**config.mk**
```make
export PLATFORM = sky130hd
export DESIGN_NAME = bx_pattern_gen
export DESIGN_NICKNAME = d
export VERILOG_FILES = /design/src/rtl/bxp_pkg.sv /design/src/rtl/bx_run_counter.sv /design/src/rtl/bx_train_sequencer.sv /design/src/rtl/bx_number_counter.sv /design/src/rtl/bx_pattern_gen.sv
export SDC_FILE = /design/constraint.sdc
export NUM_CORES = 1
export LEC_CHECK = 0
export BUFFER_PORTS_ARGS = -buffer_cell sky130_fd_sc_hd__clkbuf_2
export CAP_MARGIN = 20
export CORE_UTILIZATION = 52
export DETAILED_ROUTE_END_ITERATION = 16
export PLACE_DENSITY = 0.77
export SYNTH_ARGS = -nofsm -noshare
export SYNTH_HDL_FRONTEND = slang
export SYNTH_SLANG_ARGS = --single-unit
export TNS_END_PERCENT = 50
```
**constraint.sdc**
```tcl
create_clock -name clk -period 2.44 [get_ports clk]
set_input_delay 0.488 -clock clk [delete_from_list [all_inputs] [get_ports clk]]
set_output_delay 0.488 -clock clk [all_outputs]
set_load 0.05 [all_outputs]
```
**src/rtl/bxp_pkg.sv**
```systemverilog
package bxp_pkg;

    // Which stretch of the fill structure the current slot belongs to
    typedef enum logic [1:0] {
        PH_FILL      = 2'd0,
        PH_UNIT_GAP  = 2'd1,
        PH_TRAIN_GAP = 2'd2,
        PH_ABORT     = 2'd3
    } bx_phase_e;

    // Per-slot view handed from the sequencer to the top
    typedef struct packed {
        bx_phase_e phase;
        logic      filled;
        logic      last_slot;
    } seq_status_t;

    function automatic int max2(input int a, input int b);
        return (a > b) ? a : b;
    endfunction

    // Slots in one train made of n units plus a closing gap
    function automatic int train_slots(input int fill_len, input int unit_gap,
                                       input int units, input int tail_gap);
        return units * (fill_len + unit_gap) + tail_gap;
    endfunction

    // Slots in a whole orbit
    function automatic int orbit_slots(
        input int fill_len, input int unit_gap,
        input int short_units, input int short_gap,
        input int long_units, input int long_gap,
        input int short_per_sec, input int sections,
        input int tail_trains, input int abort_gap);
        int s_len;
        int l_len;
        s_len = train_slots(fill_len, unit_gap, short_units, short_gap);
        l_len = train_slots(fill_len, unit_gap, long_units, long_gap);
        return sections * (short_per_sec * s_len + l_len)
             + tail_trains * s_len + abort_gap;
    endfunction

endpackage

```
**src/rtl/bx_run_counter.sv**
```systemverilog
module bx_run_counter #(
    parameter int W = 7
) (
    input  logic         clk,
    input  logic         rst,
    input  logic         step,
    input  logic [W-1:0] len,
    output logic [W-1:0] count,
    output logic         done
);

    logic [W-1:0] count_q;

    assign done  = (count_q == len - W'(1));
    assign count = count_q;

    always_ff @(posedge clk) begin
        if (rst)
            count_q <= '0;
        else if (step)
            count_q <= done ? '0 : count_q + W'(1);
    end

    // the position inside a run never reaches the run length
    p_count_range_r2: assert property (@(posedge clk) disable iff (rst)
        count_q < len);

endmodule

```
**src/rtl/bx_train_sequencer.sv**
```systemverilog
module bx_train_sequencer
    import bxp_pkg::*;
#(
    parameter int FILL_LEN      = 72,
    parameter int UNIT_GAP      = 8,
    parameter int SHORT_UNITS   = 3,
    parameter int SHORT_GAP     = 30,
    parameter int LONG_UNITS    = 4,
    parameter int LONG_GAP      = 31,
    parameter int SHORT_PER_SEC = 2,
    parameter int SECTIONS      = 3,
    parameter int TAIL_TRAINS   = 3,
    parameter int ABORT_GAP     = 81
) (
    input  logic        clk,
    input  logic        rst,
    input  logic        step,
    output seq_status_t status
);

    localparam int MAX_RUN = max2(max2(FILL_LEN, UNIT_GAP),
                                  max2(max2(SHORT_GAP, LONG_GAP), ABORT_GAP));
    localparam int RUN_W   = $clog2(MAX_RUN + 1);
    localparam int UNIT_W  = $clog2(max2(SHORT_UNITS, LONG_UNITS) + 1);
    localparam int TRAIN_W = $clog2(max2(SHORT_PER_SEC + 1, TAIL_TRAINS) + 1);
    localparam int SEC_W   = $clog2(SECTIONS + 1);

    localparam logic [RUN_W-1:0]   LEN_FILL   = RUN_W'(FILL_LEN);
    localparam logic [RUN_W-1:0]   LEN_UGAP   = RUN_W'(UNIT_GAP);
    localparam logic [RUN_W-1:0]   LEN_SGAP   = RUN_W'(SHORT_GAP);
    localparam logic [RUN_W-1:0]   LEN_LGAP   = RUN_W'(LONG_GAP);
    localparam logic [RUN_W-1:0]   LEN_ABORT  = RUN_W'(ABORT_GAP);
    localparam logic [UNIT_W-1:0]  SHORT_LAST = UNIT_W'(SHORT_UNITS - 1);
    localparam logic [UNIT_W-1:0]  LONG_LAST  = UNIT_W'(LONG_UNITS - 1);
    localparam logic [TRAIN_W-1:0] LONG_SLOT  = TRAIN_W'(SHORT_PER_SEC);
    localparam logic [TRAIN_W-1:0] TAIL_LAST  = TRAIN_W'(TAIL_TRAINS - 1);
    localparam logic [SEC_W-1:0]   TAIL_SEC   = SEC_W'(SECTIONS);

    bx_phase_e          phase_q, phase_d;
    logic [UNIT_W-1:0]  unit_q,  unit_d;
    logic [TRAIN_W-1:0] train_q, train_d;
    logic [SEC_W-1:0]   sec_q,   sec_d;

    logic               in_tail;
    logic               long_train;
    logic [UNIT_W-1:0]  unit_last;
    logic [RUN_W-1:0]   run_len;
    logic [RUN_W-1:0]   run_pos;
    logic               run_done;

    assign in_tail    = (sec_q == TAIL_SEC);
    assign long_train = !in_tail && (train_q == LONG_SLOT);
    assign unit_last  = long_train ? LONG_LAST : SHORT_LAST;

    always_comb begin
        unique case (phase_q)
            PH_FILL:      run_len = LEN_FILL;
            PH_UNIT_GAP:  run_len = LEN_UGAP;
            PH_TRAIN_GAP: run_len = long_train ? LEN_LGAP : LEN_SGAP;
            default:      run_len = LEN_ABORT;
        endcase
    end

    bx_run_counter #(.W(RUN_W)) u_run (
        .clk   (clk),
        .rst   (rst),
        .step  (step),
        .len   (run_len),
        .count (run_pos),
        .done  (run_done)
    );

    always_comb begin
        phase_d = phase_q;
        unit_d  = unit_q;
        train_d = train_q;
        sec_d   = sec_q;
        if (step && run_done) begin
            unique case (phase_q)
                PH_FILL: phase_d = PH_UNIT_GAP;
                PH_UNIT_GAP: begin
                    if (unit_q == unit_last) begin
                        unit_d  = '0;
                        phase_d = PH_TRAIN_GAP;
                    end else begin
                        unit_d  = unit_q + UNIT_W'(1);
                        phase_d = PH_FILL;
                    end
                end
                PH_TRAIN_GAP: begin
                    phase_d = PH_FILL;
                    if (in_tail) begin
                        if (train_q == TAIL_LAST) begin
                            train_d = '0;
                            phase_d = PH_ABORT;
                        end else begin
                            train_d = train_q + TRAIN_W'(1);
                        end
                    end else if (long_train) begin
                        train_d = '0;
                        sec_d   = sec_q + SEC_W'(1);
                    end else begin
                        train_d = train_q + TRAIN_W'(1);
                    end
                end
                default: begin
                    phase_d = PH_FILL;
                    unit_d  = '0;
                    train_d = '0;
                    sec_d   = '0;
                end
            endcase
        end
    end

    always_ff @(posedge clk) begin
        if (rst) begin
            phase_q <= PH_FILL;
            unit_q  <= '0;
            train_q <= '0;
            sec_q   <= '0;
        end else begin
            phase_q <= phase_d;
            unit_q  <= unit_d;
            train_q <= train_d;
            sec_q   <= sec_d;
        end
    end

    assign status.phase     = phase_q;
    assign status.filled    = (phase_q == PH_FILL);
    assign status.last_slot = (phase_q == PH_ABORT) && run_done;

    // leaving the abort gap restarts the outermost structure
    p_abort_restart_r4: assert property (@(posedge clk) disable iff (rst)
        (phase_q == PH_ABORT && step && run_done)
        |=> (phase_q == PH_FILL && sec_q == '0 && train_q == '0));

    // without a tick the nesting state stays put
    p_seq_hold_r6: assert property (@(posedge clk) disable iff (rst)
        !step |=> ($stable(phase_q) && $stable(unit_q)
                   && $stable(train_q) && $stable(sec_q)));

    // the tail section is only left through the abort gap
    p_tail_exit_r3: assert property (@(posedge clk) disable iff (rst)
        (in_tail && phase_q != PH_ABORT) |=> (in_tail || sec_q == '0));

endmodule

```
**src/rtl/bx_number_counter.sv**
```systemverilog
module bx_number_counter #(
    parameter int SLOTS = 3564,
    parameter int W     = $clog2(SLOTS)
) (
    input  logic         clk,
    input  logic         rst,
    input  logic         step,
    output logic [W-1:0] number,
    output logic         at_zero
);

    localparam logic [W-1:0] LAST = W'(SLOTS - 1);

    logic [W-1:0] num_q;

    always_ff @(posedge clk) begin
        if (rst)
            num_q <= '0;
        else if (step)
            num_q <= (num_q == LAST) ? '0 : num_q + W'(1);
    end

    assign number  = num_q;
    assign at_zero = (num_q == '0);

    // the number never leaves the orbit range and wraps after the last slot
    p_range_r1: assert property (@(posedge clk) disable iff (rst)
        num_q <= LAST);
    p_wrap_r1: assert property (@(posedge clk) disable iff (rst)
        (step && num_q == LAST) |=> (num_q == '0));

    // no tick, no movement
    p_num_hold_r6: assert property (@(posedge clk) disable iff (rst)
        !step |=> $stable(num_q));

endmodule

```
**src/rtl/bx_pattern_gen.sv**
```systemverilog
module bx_pattern_gen
    import bxp_pkg::*;
#(
    parameter int FILL_LEN      = 72,
    parameter int UNIT_GAP      = 8,
    parameter int SHORT_UNITS   = 3,
    parameter int SHORT_GAP     = 30,
    parameter int LONG_UNITS    = 4,
    parameter int LONG_GAP      = 31,
    parameter int SHORT_PER_SEC = 2,
    parameter int SECTIONS      = 3,
    parameter int TAIL_TRAINS   = 3,
    parameter int ABORT_GAP     = 81,
    localparam int ORBIT = orbit_slots(FILL_LEN, UNIT_GAP, SHORT_UNITS,
                                       SHORT_GAP, LONG_UNITS, LONG_GAP,
                                       SHORT_PER_SEC, SECTIONS,
                                       TAIL_TRAINS, ABORT_GAP),
    localparam int BXN_W = $clog2(ORBIT)
) (
    input  logic             clk,
    input  logic             rst,
    input  logic             tick_en,
    output logic [BXN_W-1:0] bxn,
    output logic             filled,
    output logic             orbit_start
);

    localparam logic [BXN_W-1:0] LAST_BX = BXN_W'(ORBIT - 1);

    seq_status_t seq_st;

    bx_train_sequencer #(
        .FILL_LEN      (FILL_LEN),
        .UNIT_GAP      (UNIT_GAP),
        .SHORT_UNITS   (SHORT_UNITS),
        .SHORT_GAP     (SHORT_GAP),
        .LONG_UNITS    (LONG_UNITS),
        .LONG_GAP      (LONG_GAP),
        .SHORT_PER_SEC (SHORT_PER_SEC),
        .SECTIONS      (SECTIONS),
        .TAIL_TRAINS   (TAIL_TRAINS),
        .ABORT_GAP     (ABORT_GAP)
    ) u_seq (
        .clk    (clk),
        .rst    (rst),
        .step   (tick_en),
        .status (seq_st)
    );

    bx_number_counter #(.SLOTS(ORBIT), .W(BXN_W)) u_num (
        .clk     (clk),
        .rst     (rst),
        .step    (tick_en),
        .number  (bxn),
        .at_zero (orbit_start)
    );

    assign filled = seq_st.filled;

    // the nested structure and the flat counter agree on the orbit end
    p_orbit_align_r4: assert property (@(posedge clk) disable iff (rst)
        seq_st.last_slot == (bxn == LAST_BX));

    // the first slot of an orbit is a filled one
    p_start_filled_r5: assert property (@(posedge clk) disable iff (rst)
        orbit_start |-> filled);

    // reset lands on slot 0 with a filled bunch
    p_reset_state_r7: assert property (@(posedge clk)
        rst |=> (bxn == '0 && filled && orbit_start));

endmodule

```
# == After elaboration in Yosys (flattened, before gate mapping) ==
# Index checks and enable logic that the tools add are counted.
# op_classes
n_mux,18
bitwise,2
reduce_logical,10
shift,0
mul,0
order_cmp,0
add_sub_neg,6
div,0
n_eq_ne,9
# op_table
op,n
$pmux W7 S3,1
$mux W2,8
$add A12 B1 Y12 const B,1
$eq A12 B12 Y1 const B,1
$logic_not A12 Y1,1
$mux W12,1
$pmux W2 S2,2
$add A7 B1 Y7 const B,1
$eq A7 B7 Y1,1
$mux W7,1
$sub A7 B1 Y7 const B,1
$eq A2 B2 Y1 const B,3
$pmux W2 S3,1
$pmux W3 S2,1
$add A2 B1 Y2 const B,2
$reduce_and A2 Y1,2
$reduce_and A4 Y1,1
$reduce_or A2 Y1,2
$add A3 B1 Y3 const B,1
$eq A3 B3 Y1,1
$mux W3,1
$eq A2 B1 Y1 const B,1
$logic_and A1 B1 Y1,2
$logic_not A2 Y1,1
5 further kinds,7
# word_totals
in_bits,3
regBits,28
rom_bits,0
mem_bits_rw,0
latch_bits,0
memories,0
out_inout_bits,14

# == Depth between registers and ports, before layout ==
# Gate-level depths: netlist of the first run.
# logic_depth
word_depth,9
mapped_depth,9
depth_no_buf,7

# == Modules after synthesis ==
# Synthesis of the first run repeated with hierarchy kept, for this count alone.
# hier_totals
cells_unflattened,203
area_unflattened_um2,1796.7
# modules_own_cells
module,n_inst,cells_each,area_per_inst_um2
bx_number_counter,1,69,623.1
bx_train_sequencer,1,67,623.1
bx_run_counter,1,67,550.5

# == Least setup slack after synthesis of the first run ==
# No wires, ideal clock.
# synth_timing
path_kind,reg-to-reg
start,register u_seq.phase_q[0]
end,register u_seq.unit_q[0]
stages_incl_launch_ff,9
synth_period_minus_slack_ps,2349
path_buffers,1
t_required_ps,2369
setup_time_ps,71
t_arrival_ps,2279
slack_ps,91
cell_sequence,dfxtp_1 inv_1 ha_1 buf_6 and4bb_4 o21a_1 or4_4 or4_1 a21oi_1
# synth_between
elab_chain_cells,6
elab_cells_between_ends,11
# synth_rtl
element,line_no,text
from (decl),bx_train_sequencer.sv:39,"bx_phase_e phase_q, phase_d;"
from (signal assigned),bx_train_sequencer.sv:123,phase_q <= phase_d;
"$eq A2 B2 Y1, or another cell as far along","bx_train_sequencer.sv:56, bx_train_sequencer.sv:79",
$pmux W7 S3,bx_train_sequencer.sv:56,unique case (phase_q)
$sub A7 B1 Y7,bx_run_counter.sv:14,assign done = (count_q == len - W'(1));
$eq A7 B7 Y1,bx_run_counter.sv:14,
$logic_and A1 B1 Y1,bx_train_sequencer.sv:78,if (step && run_done) begin
$reduce_and A2 Y1 (no line),--,
to (signal assigned),bx_train_sequencer.sv:124,unit_q <= unit_d;
to (decl),bx_train_sequencer.sv:40,"logic [UNIT_W-1:0] unit_q, unit_d;"
# Several ways; a longest one is shown, not always the timed one.
# A chain may end at the register's enable or synchronous reset.

# == Worst setup path after layout of the first run ==
# layout_timing
start,register u_seq.phase_q[0]
end,register u_seq.train_q[1]
# layout_between
elab_chain_cells,6
elab_cells_between_ends,11
# layout_rtl
element,line_no,text
"$eq A2 B2 Y1, or another cell as far along","bx_train_sequencer.sv:56, bx_train_sequencer.sv:79",
$pmux W7 S3,bx_train_sequencer.sv:56,
$sub A7 B1 Y7,bx_run_counter.sv:14,
$eq A7 B7 Y1,bx_run_counter.sv:14,
$logic_and A1 B1 Y1,bx_train_sequencer.sv:78,
$reduce_and A2 Y1 (no line),--,
to (signal assigned),bx_train_sequencer.sv:125,train_q <= train_d;
to (decl),bx_train_sequencer.sv:41,"logic [TRAIN_W-1:0] train_q, train_d;"
# Several ways; a longest one is shown, not always the timed one.

==> key figures, run 1 <==
GRT
  • Initial antenna violation count: 0
  • First-pass GRT wire length: 5510 um
  • Largest net degree at the start of global routing: 19
  • GRT Total Usage: 0.212
  • Grt ovf: 0
  • Vias in the first global route: 1250

Synthesis
  • Register bit total from synthesis: 28
  • Syn_nets: 197
  • Dominant synthesized flop cell: dfxtp_1
  • Post-synth top area cell: dfxtp_1
  • Synth top area share: 0.349
  • Sequential cell area fraction in the yosys report: 0.349
  • Count of cell types in the netlist: 46
  • Mapped Cells: 184
  • Cell with the most instances after synthesis: dfxtp_1
  • Synth async-reset ratio: 0
  • Post-Syn Area: 1610 sq um
  • Syn avg cell area: 8.72 sq um
  • Number of synthesized flops with an enable pin: 0
  • Dominant cells by area after synthesis: dfxtp_1 (35%), xor2_1 (8.7%), ha_1 (7.8%), nor2_1 (3.7%), xnor2_1 (3.3%)
  • YS warnings: 0
  • Post-synth top cells: dfxtp_1 (28), nor2_1 (16), xor2_1 (16)

Finish
  • Layout fillers: 252
  • Share of layout cells above drive strength 1: 0.172
  • Final core occ: 0.642
  • Number of antenna diodes: 0
  • Nets: 217
  • Storage element area: 564 sq um
  • Multi-input logic area: 995 sq um
  • Final cell count without fillers: 234
  • Synth-to-Final Area Change: 13.2%

Timing
  • Clk_skew: 0.0112 ns
  • Worst Max-Slew Pin Slew: 0.409 ns
  • Fmax: 0.422 GHz
  • Final Slew Violations: 0
  • Setup TNS: 0 ns
  • Setup Viol. Count Final: 0
  • Final worst-path cycle share: 0.970
  • Headroom to the max-slew limit: 0.727
  • Unrepaired setup endpoints after global routing: yes
  • Minimum clock period: 2.37 ns
  • Final hold vios: 0

Critical path
  • Crit path max fanout: 6
  • CP Data Required Time: 2.70 ns
  • Worst Setup Path Type: reg -> reg
  • Worst Path Arrival: 2.62 ns
  • Largest stage delay on the critical path: 0.52 ns
  • Critical path, cell by cell: buf_4 -> ha_2 -> xor2_1 -> o31a_1 -> or4_4 -> or4_1 -> a21oi_2
  • Slowest CP cell: or4_4
  • R2R depth: 7
  • CP Launch Type: flip-flop
  • Reg2reg start: u_seq.phase_q[0]$_SDFFE_PP0P_
  • Worst reg2reg path endpoint: u_seq.train_q[1]$_SDFFE_PP0P_
  • Crit end category: flip-flop
  • Reg2Reg Setup Slack: 0.07 ns

Min path
  • Hold Path Class: reg -> reg
  • Worst hold stages: 1
  • Hold path endpoint: u_seq.sec_q[0]$_SDFFE_PP0P_
  • Hold_sp: u_seq.sec_q[0]$_SDFFE_PP0P_

Route
  • Final ANT Viol Nets: 0
  • DR vias: 1368
  • DR WL/cell: 14.1 um
  • Pre-antenna DRT Iters: 10
  • Via-to-Cell Ratio: 5.85
  • 1st-iter DRT viols: 38
  • Final wirelength: 3290 um
  • DRC errors left: 1

Clock network
  • Clock latency on the worst-skew pair: 0.32 ns
  • Clock Path Buffers: 2
  • CTS buffer count: 3
  • Sink Count: 28
  • Clk pin slew, worst setup/hold paths: 0.16 ns
  • CTS tree: built
  • Root Buffer: clkbuf_4
  • H-tree depth: 1

Place
  • Total instance count after detailed placement: 229
  • IO Port Bufs: 16
  • Routability congestion estimate: 0.824
  • HPWL Detailed: 2470 um

Floorplan
  • FP Rows: 19
  • Starting Density: 0.567
  • Die area: 3310 sq um
  • Die width: 57.6 um
  • I/O pin count: 17
  • CORE AREA: 2830 sq um
  • DIE HEIGHT: 57.6 um

Run
  • MaxCap Viol Count: 0

Pwr
  • LEAKAGE: 0.000721 uW
  • PwrDens: 469 nW/um^2
  • Final Power: 852 uW
  • Maximum vdd drop: 0.309 mV

Outcome
  • Failing checks: DRC
  • Outcome: finished with violations
## through the flow
stage	hold WS, ns	setup slack [ns]	cell area, sq um
2_1_floorplan	0.443	0.0907	1610
3_5_place_dp	0.478	0.00907	1730
6_report	0.502	0.0730	1820
3_3_place_gp	0.470	0.101	1730
4_1_cts	0.497	0.0298	1780
5_1_grt	0.529	-0.0262	1820
## registers in the layout (all words and copies together) (netlist names)
name,cells
u_num.number,12
u_seq.phase_q,2
u_seq.sec_q,2
u_seq.train_q,2
u_seq.u_run.count,7
u_seq.unit_q,3
## area by class of cell
type | count | share of cell area
multi-input combinational | 138 | 0.548
sequential | 28 | 0.311
timing repair buffer | 22 | 0.0689
inverter | 11 | 0.0227
tap | 31 | 0.0213
clock inverter | 1 | 0.0165
clock buffer | 3 | 0.0124
## worst max-delay path by stage
stage / slack [ns] / depth (start not counted) / start / endpoint
4_1_cts: 0.03 / 7 / u_seq.phase_q[0]$_SDFFE_PP0P_ / u_seq.train_q[1]$_SDFFE_PP0P_
2_1_floorplan: 0.09 / 8 / u_seq.phase_q[0]$_SDFFE_PP0P_ / u_seq.unit_q[0]$_SDFFE_PP0P_
5_1_grt: -0.03 / 6 / u_seq.sec_q[0]$_SDFFE_PP0P_ / u_seq.unit_q[0]$_SDFFE_PP0P_
3_5_place_dp: 0.009 / 6 / u_seq.phase_q[1]$_SDFFE_PP0P_ / u_seq.train_q[1]$_SDFFE_PP0P_
6_report: 0.07 / 7 / u_seq.phase_q[0]$_SDFFE_PP0P_ / u_seq.train_q[1]$_SDFFE_PP0P_
3_3_place_gp: 0.10 / 7 / u_seq.phase_q[0]$_SDFFE_PP0P_ / u_seq.unit_q[0]$_SDFFE_PP0P_
## critical path, delay by kind of cell (launching register included)
kind | cells | cell delay, ns
xor gates and xnor gates | 1 | 0.15
DFF | 1 | 0.34
adders and majority gates | 1 | 0.22
and+or+nand+nor | 2 | 1.03
AOI/OAI and AO/OA | 2 | 0.43
buffers and inverters | 1 | 0.14
## logic make-up (layout without fill, tap and decap cells)
family	Yosys count	in the layout	share of synthesized area
mux	1	1	0.00624
compound gates	30	30	0.128
simple gates	75	75	0.271
xor+xnor	22	22	0.120
buf+inv	18	37	0.0475
fa+ha+maj	10	10	0.0779
flops	28	28	0.349
## where the power goes
group / leakage (uW) / internal (uW) / switching [uW] / total [uW]
clock network: 0.0000279 / 166 / 135 / 300
logic: 0.000466 / 25.4 / 53.3 / 78.7
registers: 0.000227 / 463 / 9.80 / 473
total: 0.000721 / 655 / 198 / 852
## placed cells by master, fill, tap and decap left out, types with 2 or more instances in the layout
cell,netlist,layout
o311ai_0,2,2
xnor2_1,6,6
nor2b_1,2,2
nand4b_1,3,3
inv_1,11,11
nor4_1,2,2
o211ai_1,2,2
buf_4,0,6
o21ai_0,5,5
or4_1,2,2
a21oi_1,9,8
clkbuf_2,0,16
or3_1,2,2
nand4_1,5,5
and3_1,3,3
clkbuf_4,0,3
nor3b_1,2,2
dfxtp_1,28,27
xor2_1,16,15
nor3_1,9,9
or4_4,2,2
nand2_1,10,10
ha_1,10,8
nand3_1,7,7
nor2_1,16,16
o41ai_1,3,3
a21o_1,2,2
## repair_timing
action / CTS / global route
hold buffers: 0 / 0
gates resized for setup: 1 / 6
pin swaps: 0 / 1
cloned: 0 / 0
endpoints found under the setup margin: 2 / 3
setup buffers: 0 / 1
## per-layer routing
metal,up-vias,global-route usage,share of wire
met3,6,0.0204,0.026
met2,17,0.350,0.47
met5,-,0,0
met1,649,0.288,0.49
met4,0,0.0732,0.016
li1,696,-,-
No activity file was read; power rests on OpenSTA's default activity.
==> run 2: changes to the inputs <==
- ABC_AREA: not set -> 1
==> key figures, run 2 <==
Finish
  • Synth-to-Final Area Change: 9.36%
  • Number of antenna diodes: 0
  • Largest register FFs: 12
  • Share of layout cells above drive strength 1: 0.126
  • Commonest non-fill, non-tap cell in the layout: nand2_1
  • Highest-count cells in the layout ignoring fill and taps: nand2_1 (57), inv_1 (48), nor2_1 (33), dfxtp_1 (28), nand3_1 (18)
  • Nets: 285
  • Layout fillers: 312
  • Final core occ: 0.599
  • Final cell count without fillers: 314

Synthesis
  • Synth top area share: 0.338
  • Mapped Cells: 252
  • Post-Syn Area: 1660 sq um
  • Synth async-reset ratio: 0
  • Syn avg cell area: 6.58 sq um
  • Sequential cell area fraction in the yosys report: 0.338
  • Cell with the most instances after synthesis: nand2_1
  • Post-synth top area cell: dfxtp_1
  • Dominant synthesized flop cell: dfxtp_1
  • YS warnings: 0
  • Count of cell types in the netlist: 24
  • Register bit total from synthesis: 28
  • Dominant cells by area after synthesis: dfxtp_1 (34%), nand2_1 (13%), inv_1 (11%), ha_1 (7.5%), nor2_1 (7.5%)
  • Syn_nets: 265
  • Post-synth top cells: nand2_1 (57), inv_1 (48), nor2_1 (33)
  • Number of synthesized flops with an enable pin: 0

Clock network
  • Sink Count: 28
  • Root Buffer: clkbuf_4
  • H-tree depth: 1
  • CTS tree: built
  • Clock Path Buffers: 2
  • Hold_buf cts: 0
  • CTS buffer count: 3
  • Setup repair bufs after CTS: 0
  • CTS resizes: 0
  • Clock latency on the worst-skew pair: 0.33 ns
  • Clk pin slew, worst setup/hold paths: 0.14 ns

Place
  • Routability congestion estimate: 0.847
  • IO Port Bufs: 16
  • HPWL Detailed: 2470 um
  • Total instance count after detailed placement: 311

Timing
  • Final hold vios: 0
  • Clk_skew: 0.00313 ns
  • Minimum clock period: 2.02 ns
  • Final Slew Violations: 0
  • Setup Viol. Count Final: 0
  • Fmax: 0.496 GHz
  • Final worst-path cycle share: 0.826
  • Setup TNS: 0 ns
  • Headroom to the max-slew limit: 0.774
  • Unrepaired setup endpoints after global routing: no
  • Worst Max-Slew Pin Slew: 0.337 ns
  • Min Hold Slack: 0.439 ns

Floorplan
  • I/O pin count: 17
  • CORE AREA: 3030 sq um
  • Die width: 58.5 um
  • FP Rows: 20
  • Starting Density: 0.548
  • Die area: 3420 sq um
  • DIE HEIGHT: 58.5 um

Critical path
  • Critical path, cell by cell: inv_1 -> ha_1 -> inv_2 -> nand3_1 -> nand2_1 -> nand2_1 -> nor2_2 -> nand2_1 -> nor2_2 -> nand3_2 -> nor2_2 -> nand2_2 -> a21oi_1 -> nor2_1
  • Worst Path Arrival: 2.26 ns
  • CP Launch Type: flip-flop
  • Crit path max fanout: 7
  • Crit end category: flip-flop
  • Critical path buffers and inverters: 2
  • CP Data Required Time: 2.68 ns
  • Worst Setup Path Type: reg -> reg
  • Slowest CP cell: dfxtp_1
  • Delay-heaviest family, CP: simple AND/OR/NAND/NOR gates
  • Largest stage delay on the critical path: 0.43 ns

Route
  • Met3 wire len: 125 um
  • DR vias: 1517
  • Final wirelength: 3120 um
  • Top layer reached by signal wires: met4
  • 1st-iter DRT viols: 76
  • Pre-antenna DRT Iters: 4
  • Final ANT Viol Nets: 0
  • Via-to-Cell Ratio: 4.83
  • DRC errors left: 0
  • DR WL/cell: 9.94 um
  • Wl on met1: 1640 um
  • Met2 wire len: 1320 um

Pwr
  • Net switching power figure: 191 uW
  • Internal power: 541 uW
  • Net Sw Frac: 0.261
  • PwrDens: 403 nW/um^2
  • Clock power share: 0.260
  • LEAKAGE: 0.000865 uW
  • Maximum vdd drop: 0.339 mV
  • Share of power burned in registers: 0.642
  • Combinational Power Share: 0.098

Outcome
  • Outcome: finished, final reports clean

GRT
  • Vias in the first global route: 1220
  • First-pass GRT wire length: 5290 um
  • Initial antenna violation count: 0
  • Largest net degree at the start of global routing: 15
  • Grt ovf: 0
  • GRT Total Usage: 0.200

Run
  • MaxCap Viol Count: 0

Min path
  • Hold Path Class: in -> reg
run 2: changes by cell type in the layout (fill, tap and decap cells not counted), sizes merged, moves of 6 or more:
| cell | previous run | this run |
|---|---|---|
| buf | 6 | 0 |
| inv | 11 | 49 |
| nand2 | 10 | 61 |
| nand3 | 7 | 19 |
| nor2 | 16 | 36 |
| xnor2 | 6 | 0 |
| xor2 | 16 | 4 |
run 2: cell families after synthesis:
logic type / count (synthesis) / synth area share
AND/OR/NAND/NOR: 139 / 0.378
XOR/XNOR: 4 / 0.0211
adder cells (fa/ha/maj): 10 / 0.0755
buffers and inverters: 50 / 0.115
flip-flops: 28 / 0.338
AO/OA/AOI/OAI: 21 / 0.0717
run 2: worst paths after layout:
check                                              startpoint                            end  slack, ns  cells after the start
worst max register to register  u_seq.phase_q[0]$_SDFFE_PP0P_   u_seq.unit_q[2]$_SDFFE_PP0P_       0.42                     14
worst max-delay path            u_seq.phase_q[0]$_SDFFE_PP0P_   u_seq.unit_q[2]$_SDFFE_PP0P_       0.42                     14
worst min-delay path                                      rst  u_seq.train_q[1]$_SDFFE_PP0P_       0.44                      2
worst min register to register  u_seq.train_q[1]$_SDFFE_PP0P_  u_seq.train_q[1]$_SDFFE_PP0P_       0.53                      2
run 2: layout make-up:
type	count	area, sq um	share of cell area
Multi-Input combinational cell	174	911	0.502
Sequential cell	28	561	0.309
Inverter	49	184	0.101
Timing Repair Buffer	16	80.1	0.0442
Tap cell	44	55.1	0.0304
Clock buffer	3	22.5	0.0124
run 2: per-layer routing:
layer	vias to the layer above	track usage
met5	-	0
met2	24	0.305
met3	5	0.0462
li1	827	-
met4	0	0.0510
met1	661	0.284
run 2: power groups by stage:
stage	clock (uW)	combinational, uW	sequential [uW]
floorplan	0	45.0	489
global placement	0	71.6	480
detailed placement	0	71.1	479
CTS	197	71.5	469
global route	218	78.3	471
finish	190	71.9	470
run 2: through the flow:
step	instance area [sq um]	setup WS [ns]	total power, uW
after floorplan	1660	0.393	534
final	1810	0.425	732
after CTS	1810	0.406	738
after global routing	1810	0.196	767
after global placement	1790	0.432	551
after detailed placement	1790	0.404	550
==> run 3: changes to the inputs <==
- ABC_AREA: 1 -> 0
- clock period: 2.44 -> 1.7 ns (I/O delays scaled with it)
==> key figures, run 3 (synthesis gave the netlist of run 1 again) <==
Route
  • DR vias: 1549
  • DRC errors left: 3
  • Final ANT Viol Nets: 0
  • Pre-antenna DRT Iters: 10
  • DR WL/cell: 16.1 um
  • Via-to-Cell Ratio: 5.91
  • Final wirelength: 4220 um
  • 1st-iter DRT viols: 75

Timing
  • Minimum clock period: 2.32 ns
  • Final hold vios: 0
  • Final worst-path cycle share: 1.36
  • Final Slew Violations: 0
  • Setup Viol. Count Final: 17
  • Setup ws final: -0.618 ns
  • Unrepaired setup endpoints after global routing: yes
  • Headroom to the max-slew limit: 0.704
  • Fmax: 0.431 GHz
  • Worst Max-Slew Pin Slew: 0.441 ns
  • Clk_skew: 0.00680 ns

Clock network
  • Hold_buf cts: 0
  • Clock latency on the worst-skew pair: 0.34 ns
  • Clock Path Buffers: 2
  • H-tree depth: 1
  • Sink Count: 28
  • CTS tree: built
  • Clk pin slew, worst setup/hold paths: 0.16 ns
  • Root Buffer: clkbuf_4
  • CTS buffer count: 3

GRT
  • Largest net degree at the start of global routing: 19
  • Initial antenna violation count: 0
  • GRT Total Usage: 0.272
  • First-pass GRT wire length: 6940 um
  • Vias in the first global route: 1531
  • Grt ovf: 0

Finish
  • Fin area: 2160 sq um
  • Largest register FFs: 12
  • Highest-count cells in the layout ignoring fill and taps: buf_4 (29), dfxtp_1 (24), nor2_1 (16), clkbuf_2 (15), xor2_1 (14)
  • Synth-to-Final Area Change: 34.7%
  • Final core occ: 0.764
  • Share of layout cells above drive strength 1: 0.342
  • Nets: 245
  • Number of antenna diodes: 0
  • Commonest non-fill, non-tap cell in the layout: buf_4

Floorplan
  • FP Rows: 19
  • I/O pin count: 17
  • Die area: 3310 sq um
  • Die width: 57.6 um
  • DIE HEIGHT: 57.6 um
  • CORE AREA: 2830 sq um
  • Starting Density: 0.567

Pwr
  • LEAKAGE: 0.000889 uW
  • PwrDens: 585 nW/um^2
  • Maximum vdd drop: 0.356 mV

Critical path
  • Crit path max fanout: 6
  • CP Data Required Time: 1.98 ns
  • Crit end category: flip-flop
  • Worst reg2reg path endpoint: u_seq.unit_q[0]$_SDFFE_PP0P_
  • Worst Setup Path Type: reg -> reg
  • CP Launch Type: flip-flop
  • Worst Path Arrival: 2.59 ns
  • R2R depth: 6
  • Reg2Reg Setup Slack: -0.62 ns
  • Reg2reg start: u_seq.phase_q[1]$_SDFFE_PP0P_

Outcome
  • Failing checks: DRC, setup timing
  • Outcome: finished with violations

Min path
  • Hold_sp: rst
  • Hold path endpoint: u_seq.unit_q[0]$_SDFFE_PP0P_
  • Hold Path Class: in -> reg
  • Worst hold stages: 2

Place
  • HPWL Detailed: 2900 um
  • Routability congestion estimate: 0.816
  • IO Port Bufs: 16
  • Dpl cell area: 1960 sq um

Run
  • MaxCap Viol Count: 0
## run 3: repair_timing
item	4_1_cts	5_1_grt
buffers inserted	4	0
setup endpoints to repair	17	17
gates cloned	0	0
endpoints found under the hold margin	0	0
pin swaps	7	5
gates resized for setup	23	2
## run 3: worst max-delay path by stage
stage	from	endpoint	slack (ns)
after floorplan	u_seq.phase_q[0]$_SDFFE_PP0P_	u_seq.unit_q[0]$_SDFFE_PP0P_	-0.43
after global placement	u_seq.phase_q[1]$_SDFFE_PP0P_	u_seq.train_q[1]$_SDFFE_PP0P_	-0.45
after detailed placement	u_seq.phase_q[1]$_SDFFE_PP0P_	u_seq.unit_q[0]$_SDFFE_PP0P_	-0.53
after CTS	u_seq.phase_q[0]$_SDFFE_PP0P_	u_seq.unit_q[0]$_SDFFE_PP0P_	-0.57
after global routing	u_seq.phase_q[1]$_SDFFE_PP0P_	u_seq.unit_q[0]$_SDFFE_PP0P_	-0.66
final	u_seq.phase_q[1]$_SDFFE_PP0P_	u_seq.unit_q[0]$_SDFFE_PP0P_	-0.62
## run 3: stage by stage
step                      setup TNS [ns]  std cells  power [uW]  worst slack (ns)  hold slack (ns)
final                              -6.54        262        1260            -0.618            0.429
after global routing               -7.59        262        1300            -0.655            0.452
after CTS                          -6.07        262        1260            -0.573            0.437
after detailed placement           -5.92        254         816            -0.534            0.496
after global placement             -4.84        254         811            -0.450            0.475
after floorplan                    -6.26        184         773            -0.435            0.449
## run 3: area by class of cell
type,instances,area [sq um]
Clock buffer,3,22.5
Clock inverter,1,30.0
Fill cell,193,667
Inverter,11,46.3
Multi-Input combinational cell,138,1100
Sequential cell,28,571
Tap cell,31,38.8
Timing Repair Buffer,50,355
## run 3: worst max-delay path: stages, from the launching register on
cell	delay, ns
dfxtp_4	0.40
ha_2	0.22
xor2_1	0.15
o31a_1	0.28
or4_4	0.53
or4_4	0.53
a21oi_2	0.15
## run 3: report_power, final
group	leakage [uW]	internal, uW	total, uW	switching [uW]
clock network	0.0000279	239	444	206
logic	0.000632	53.9	143	89.5
registers	0.000229	665	676	11.5
total	0.000889	957	1260	307
## run 3: per-layer routing
metal / up-vias / routed length (um) / GRT usage
met2: 37 / 2210 / 0.488
met3: 11 / 128 / 0.0272
li1: 754 / - / -
met4: 0 / 92 / 0.115
met5: - / 0 / 0
met1: 747 / 1790 / 0.328
